==> config.mk <==
export PLATFORM = sky130hd
export DESIGN_NAME = duoline_tx
export DESIGN_NICKNAME = d
export VERILOG_FILES = /design/src/rtl/duoline_pkg.sv /design/src/rtl/duoline_dp.sv /design/src/rtl/duoline_ctrl.sv /design/src/rtl/duoline_tx.sv
export SDC_FILE = /design/constraint.sdc
export NUM_CORES = 1
export LEC_CHECK = 0
export BUFFER_PORTS_ARGS = -buffer_cell sky130_fd_sc_hd__buf_2
export CORE_ASPECT_RATIO = 1.4
export CORE_MARGIN = 3
export CORE_UTILIZATION = 60
export DETAILED_ROUTE_END_ITERATION = 8
export GPL_TIMING_DRIVEN = 0
export PLACE_DENSITY = 0.84
export SYNTH_ARGS = -nofsm -noshare
export SYNTH_HDL_FRONTEND = slang
export SYNTH_SLANG_ARGS = --single-unit
==> constraint.sdc <==
create_clock -name clk -period 4.9 [get_ports clk]
set_input_delay 0.245 -clock clk [delete_from_list [all_inputs] [get_ports clk]]
set_output_delay 0.245 -clock clk [all_outputs]
set_load 0.01 [all_outputs]
==> src/rtl/duoline_pkg.sv <==
package duoline_pkg;

  localparam int PHASE_W   = 3;
  localparam int BLOCK_MIN = 6;
  localparam int TIMER_W   = 7;

  // tick counts (after start) at which the line pair changes
  localparam int T_PAIR0  = 6;
  localparam int T_PAIR1  = 23;
  localparam int T_PAIR2  = 35;
  localparam int T_PAIR3  = 47;
  localparam int T_MARK   = 60;
  localparam int T_CLKDRV = 75;
  localparam int T_CHECK  = 80;

  localparam int NUM_PAIRS = 4;
  // payload bit carried on each line in each step; the order is the protocol
  localparam int PAIR_DATA_BIT [NUM_PAIRS] = '{5, 7, 1, 0};
  localparam int PAIR_CLK_BIT  [NUM_PAIRS] = '{4, 6, 3, 2};

  typedef enum logic [2:0] {
    LN_REST, LN_START, LN_PAIR0, LN_PAIR1, LN_PAIR2, LN_PAIR3, LN_MARK
  } lineCode_t;

  typedef enum logic [1:0] {S_IDLE, S_WAIT_DATA, S_WAIT_WIN, S_RUN} txState_t;

  typedef struct packed {
    logic      holdLoad;
    logic      holdClear;
    logic      txLatch;
    logic      txMark;
    logic      lineWe;
    lineCode_t line;
  } dpStrobe_t;

endpackage

==> src/rtl/duoline_dp.sv <==
module duoline_dp
  import duoline_pkg::*;
(
  input  logic       clk,
  input  logic       rstN,
  input  dpStrobe_t  st,
  input  logic [7:0] byteIn,
  output logic       holdValid,
  output logic       dataOeN,
  output logic       clockOeN
);

  logic [7:0] holdByte;
  logic [7:0] txByte;
  logic       txMark;
  lineCode_t  line;
  logic [NUM_PAIRS-1:0] pairData;
  logic [NUM_PAIRS-1:0] pairClk;

  always_ff @(posedge clk) begin
    if (!rstN) begin
      holdByte  <= '0;
      holdValid <= 1'b0;
      txByte    <= '0;
      txMark    <= 1'b0;
      line      <= LN_REST;
    end else begin
      if (st.holdLoad) begin
        holdByte  <= byteIn;
        holdValid <= 1'b1;
      end else if (st.holdClear) begin
        holdValid <= 1'b0;
      end
      if (st.txLatch) begin
        txByte <= holdByte;
        txMark <= st.txMark;
      end
      if (st.lineWe) line <= st.line;
    end
  end

  for (genvar g = 0; g < NUM_PAIRS; g++) begin : g_pair
    assign pairData[g] = txByte[PAIR_DATA_BIT[g]];
    assign pairClk[g]  = txByte[PAIR_CLK_BIT[g]];
  end

  always_comb begin
    case (line)
      LN_START: {dataOeN, clockOeN} = 2'b11;
      LN_PAIR0: {dataOeN, clockOeN} = {pairData[0], pairClk[0]};
      LN_PAIR1: {dataOeN, clockOeN} = {pairData[1], pairClk[1]};
      LN_PAIR2: {dataOeN, clockOeN} = {pairData[2], pairClk[2]};
      LN_PAIR3: {dataOeN, clockOeN} = {pairData[3], pairClk[3]};
      LN_MARK:  {dataOeN, clockOeN} = {1'b1, txMark};
      default:  {dataOeN, clockOeN} = 2'b10;
    endcase
  end

endmodule

==> src/rtl/duoline_ctrl.sv <==
module duoline_ctrl
  import duoline_pkg::*;
(
  input  logic               clk,
  input  logic               rstN,
  input  logic               byteValid,
  input  logic               eoiStrobe,
  input  logic               holdValid,
  input  logic               usTick,
  input  logic               dataIn,
  input  logic [PHASE_W-1:0] rasterLow,
  input  logic [PHASE_W-1:0] scrollVal,
  output dpStrobe_t          st,
  output logic               startPulse,
  output logic               doneOut,
  output logic               errOut
);

  txState_t           state, nxtState;
  logic [TIMER_W-1:0] tCnt, nxtT;
  logic [PHASE_W-1:0] phase;
  logic               doneNxt, errNxt;

  assign phase = rasterLow - scrollVal;

  always_comb begin
    st         = '0;
    nxtState   = state;
    nxtT       = tCnt;
    startPulse = 1'b0;
    doneNxt    = 1'b0;
    errNxt     = 1'b0;
    case (state)
      S_IDLE: begin
        if (byteValid) begin
          st.holdLoad = 1'b1;
          if (holdValid) begin
            st.txLatch = 1'b1;
            nxtState   = S_WAIT_DATA;
          end
        end else if (eoiStrobe && holdValid) begin
          st.txLatch   = 1'b1;
          st.txMark    = 1'b1;
          st.holdClear = 1'b1;
          nxtState     = S_WAIT_DATA;
        end
      end
      S_WAIT_DATA: if (dataIn) nxtState = S_WAIT_WIN;
      S_WAIT_WIN: begin
        if (!dataIn) begin
          nxtState = S_WAIT_DATA;
        end else if (phase < PHASE_W'(BLOCK_MIN)) begin
          startPulse = 1'b1;
          st.lineWe  = 1'b1;
          st.line    = LN_START;
          nxtT       = '0;
          nxtState   = S_RUN;
        end
      end
      default: begin
        if (usTick) begin
          nxtT = tCnt + 1'b1;
          case (nxtT)
            TIMER_W'(T_PAIR0):  begin st.lineWe = 1'b1; st.line = LN_PAIR0; end
            TIMER_W'(T_PAIR1):  begin st.lineWe = 1'b1; st.line = LN_PAIR1; end
            TIMER_W'(T_PAIR2):  begin st.lineWe = 1'b1; st.line = LN_PAIR2; end
            TIMER_W'(T_PAIR3):  begin st.lineWe = 1'b1; st.line = LN_PAIR3; end
            TIMER_W'(T_MARK):   begin st.lineWe = 1'b1; st.line = LN_MARK;  end
            TIMER_W'(T_CLKDRV): begin st.lineWe = 1'b1; st.line = LN_REST;  end
            TIMER_W'(T_CHECK): begin
              nxtState = S_IDLE;
              doneNxt  = !dataIn;
              errNxt   = dataIn;
            end
            default: ;
          endcase
        end
      end
    endcase
  end

  always_ff @(posedge clk) begin
    if (!rstN) begin
      state   <= S_IDLE;
      tCnt    <= '0;
      doneOut <= 1'b0;
      errOut  <= 1'b0;
    end else begin
      state   <= nxtState;
      tCnt    <= nxtT;
      doneOut <= doneNxt;
      errOut  <= errNxt;
    end
  end

endmodule

==> src/rtl/duoline_tx.sv <==
module duoline_tx
  import duoline_pkg::*;
(
  input  logic       clk,
  input  logic       rstN,
  input  logic       byteValid,
  input  logic [7:0] byteIn,
  input  logic       eoiStrobe,
  input  logic       usTick,
  input  logic [2:0] rasterLow,
  input  logic [2:0] scrollVal,
  input  logic       dataIn,
  output logic       dataOeN,
  output logic       clockOeN,
  output logic       doneOut,
  output logic       errOut
);

  dpStrobe_t st;
  logic      holdValid;
  logic      startPulse;

  duoline_ctrl u_ctrl (
    .clk(clk), .rstN(rstN), .byteValid(byteValid), .eoiStrobe(eoiStrobe),
    .holdValid(holdValid), .usTick(usTick), .dataIn(dataIn),
    .rasterLow(rasterLow), .scrollVal(scrollVal), .st(st),
    .startPulse(startPulse), .doneOut(doneOut), .errOut(errOut)
  );

  duoline_dp u_dp (
    .clk(clk), .rstN(rstN), .st(st), .byteIn(byteIn),
    .holdValid(holdValid), .dataOeN(dataOeN), .clockOeN(clockOeN)
  );

endmodule

==> results.md <==
- The buffer and inverter count on the worst path is 1.
- The tool flagged a number of max-cap violations equal to 0.
- The number of distinct library cells after synthesis is 55.
- The sum of internal, switching and leakage power is 0.723 mW.
- The number of input and output port buffers inserted is 23.
- The number of buffers inserted for hold repair after clock tree synthesis is 0.
- The cell family contributing the most delay on the critical path is compound AO/OA/AOI/OAI gates.
- Entering global routing, the biggest net connects 12 pins.
- Final hold analysis gives a worst-case slack of 0.158 ns.
- The area of the mapped netlist is 0.00210 mm^2.
- The detail route stage leaves a number of antenna-violating nets equal to 0.
- The number of synthesis warnings is 0.
- Counting every net in the synthesized netlist gives 273.
- The cell total after placement is 306.
- In the routed layout, each cell is associated on average with a via count of 6.01.
- CTS saw 32 sinks.
- Walking the worst path, the cells encountered are ha_1 > buf_4 > and3_1 > xnor2_1 > mux2_2 > a32oi_1 > nand3_1 > o211a_1.
- Summed over all layers, the routed wires come to 4770 um.
- The run finished with clean final reports.
- The data arrival time of the worst path is 2.67 ns.
- The floorplan die area is 0.00425 mm^2.
- In this run the vertical extent of the chip is 76.0 um.
- The slack of the critical path is 2.40 ns.
- A synthesized cell averages 8.60 um^2.
- The max-slew headroom at the worst pin is 31.0%.
- The number of antenna violations at the first check in global routing is 0.
- The core box area is 0.00324 mm^2.
- The critical path runs through a total of 8 cells.
- The cell area after placement is 0.00226 mm^2.
- The floorplan step set the die width to 56.0 um.
- The aggregate negative setup slack is 0 ns.
- Of the total power, the clock network draws 28.5%.
- The number of nets in the final layout is 303.
- The effective utilization at floorplan is 64.7%.
- In this run the static leakage power is 0.972 nW.
- The upper clock frequency limit is 400 MHz.
- The master cell of the clock root buffer is clkbuf_8.
- Counting instances in the post-synthesis netlist gives the leading cell types as dfxtp_1, nand2_1, nor2_1.
- The later-pin clock latency in the skew report is 0.28 ns.
- The total I/O pin count is 24.
- The H-tree was split into 2 levels.
- The number of setup violations in the final report is 0.
- The fraction of post-synthesis cell area in the top cell type by area is 30.5%.
- The floorplan has 24 rows.
- The synthesized design contains 32 register bits.
- Setup repair after global routing left no endpoint under its margin.
- The count of inserted antenna diode cells is 0.
- The start-to-end type of the worst setup path is flip-flop to flip-flop.
- The worst path needs 2.50 ns of the cycle, external delays included.
- The part of the total power dissipated in combinational logic is 28.9%.
- Along the worst hold path, the cell count comes to 2.
- The library cell with the highest instance count after synthesis is dfxtp_1.
- After detailed routing, the average wire length per cell comes to 15.2 um.
- In the routed design, unresolved DRC markers number 0.
- The final cycle utilization of the critical path is 51.0%.
- The clock passes through at most 2 buffers.
- The congestion estimate from routability-driven global placement came to 0.962.
- The cell count after synthesis came out at 244.
- The post-layout instance count excluding filler cells is 314.
- The via count of the first global-routing pass is 1872.
- The pre-antenna-repair detailed-routing pass consisted of 5 iterations.
- For this run, asynchronously set or reset flops after synthesis account for 0%.
- Among all flip-flop cells after synthesis, the most frequent one is dfxtp_1.
- Clock-pin slew was measured on the worst setup and hold paths at 0.07 ns.
- Of all cell types, the one taking the most synthesized area is dfxtp_1.
- The routed via count is 1886.
- The pre-CTS setup slack is 2.49 ns.
- Clock skew on the completed layout was measured at 0.00734 ns.
- The largest single stage delay on the critical path is 0.42 ns.
- STA puts the critical path data required time at 5.08 ns.
- The peak ir drop on the vdd network is 0.286 mV.
- The final number of hold-violating endpoints is 0.
- Once the clock tree was built, the setup fixing pass inserted 0 buffers.
- In this run, flip-flops and latches consume 42.6% of the power.
- The master of the slowest instance on the critical path is dfxtp_1.
- The number of pins with negative max-slew slack in the final report is 0.
- The post-cts sizing count is 0.
- The transition time at the pin with the least slew margin is 1.03 ns.
- The logic depth of the worst register-to-register path is 8.
- The number of enable flip-flop cells after synthesis is 0.
- In the final layout, the share of cells above drive strength 1 is 18.9%.
- The first global-routing pass estimated 8380 um of wire.
- The design area is 0.00235 mm^2.
- The fraction of power spent switching nets is 33.1%.
- TritonCTS built the clock tree.
- STA classifies the critical path startpoint as a flip-flop.
- The HPWL after detailed placement is 3480 um.
- TritonCTS created 5 clock buffers.
- The endpoint class of the critical path is a flip-flop.
- The biggest fanout along the worst timing path is 11.
- From synthesis to final layout, the design area changed by 12.1%.
- The overall track demand over capacity in global routing is 24.1%.
- The net switching power of the design is 0.239 mW.
- The final global-route overflow total is 0.
- The post-synthesis sequential area ratio is 30.5%.
- Cells fill 72.5% of the core in the end.
- The internal portion of the total power is 0.484 mW.
- The total power density per cell area is 307 mW/mm^2.
- In the post-synthesis netlist, the biggest area contributors are dfxtp_1, mux2i_1, ha_1.
- The type of the most critical hold path is input port to flip-flop.
- The violation count after the first detailed-route iteration is 80.
## cell usage in the layout, fill, tap and decap left out, drive strengths merged, types with 4 or more instances in the layout
cell	synthesis	final
dfxtp	32	32
buf	3	26
nand2	24	24
clkbuf	11	19
nor2	17	17
mux2i	15	15
nand3	15	15
nor2b	14	14
a21boi	13	13
inv	11	11
o21ai	10	10
ha	8	8
a21oi	7	7
a31oi	5	5
nor3	5	5
o211ai	4	4
## sequential cells by signal, summed over array words and instances, names as in the netlist
signal and flops:
u_ctrl.tCnt 7, u_dp.txMark 1, u_ctrl.errOut 1, u_dp.line 3, u_dp.holdValid 1, u_ctrl.state 2, u_ctrl.doneOut 1, u_dp.holdByte 8
u_dp.txByte 8
## final timing paths
kind | start | endpoint | slack, ns
worst min register to register | u_dp.holdByte[6] | u_dp.holdByte[6] | 0.47
worst max register to register | u_ctrl.tCnt[0] | u_dp.line[0] | 2.40
worst min-delay path | dataIn | u_ctrl.doneOut | 0.16
worst max-delay path | u_ctrl.tCnt[0] | u_dp.line[0] | 2.40
## power groups by stage
stage          Sequential (mW)  Combinational (mW)  Clock, mW
5_1_grt                  0.311               0.234      0.222
3_3_place_gp             0.311               0.197          0
6_report                 0.308               0.209      0.206
3_5_place_dp             0.313               0.207          0
4_1_cts                  0.308               0.209      0.210
2_1_floorplan            0.307               0.158          0
## layout make-up
cell class / instances / area (um^2)
fill: 271 / 891
inverter: 11 / 41.3
timing repair buffer: 23 / 115
tap: 39 / 48.8
buffer: 14 / 108
multi-input combinational: 187 / 1310
sequential: 32 / 641
clock buffer: 8 / 90.1
## cell families (layout without fill, tap and decap cells)
| kind of cell | Yosys count | after routing | synth area share [%] |
|---|---|---|---|
| AND/OR/NAND/NOR | 96 | 96 | 23.9 |
| AO/OA/AOI/OAI | 59 | 59 | 21.3 |
| flip-flops | 32 | 32 | 30.5 |
| buffers and inverters | 25 | 56 | 7.10 |
| multiplexers | 17 | 17 | 8.23 |
| adder cells (fa/ha/maj) | 9 | 9 | 5.72 |
| XOR/XNOR | 6 | 6 | 3.16 |
## metal layers
metal	part of all wire, %	wire (um)	up-vias	track usage, %
met5	0	0	-	0
met4	2.4	115	0	11.4
met3	3.9	184	12	5.59
met1	39	1860	876	25.8
li1	-	-	943	-
met2	55	2610	55	43.3
Power figures use the tool's default switching activity.
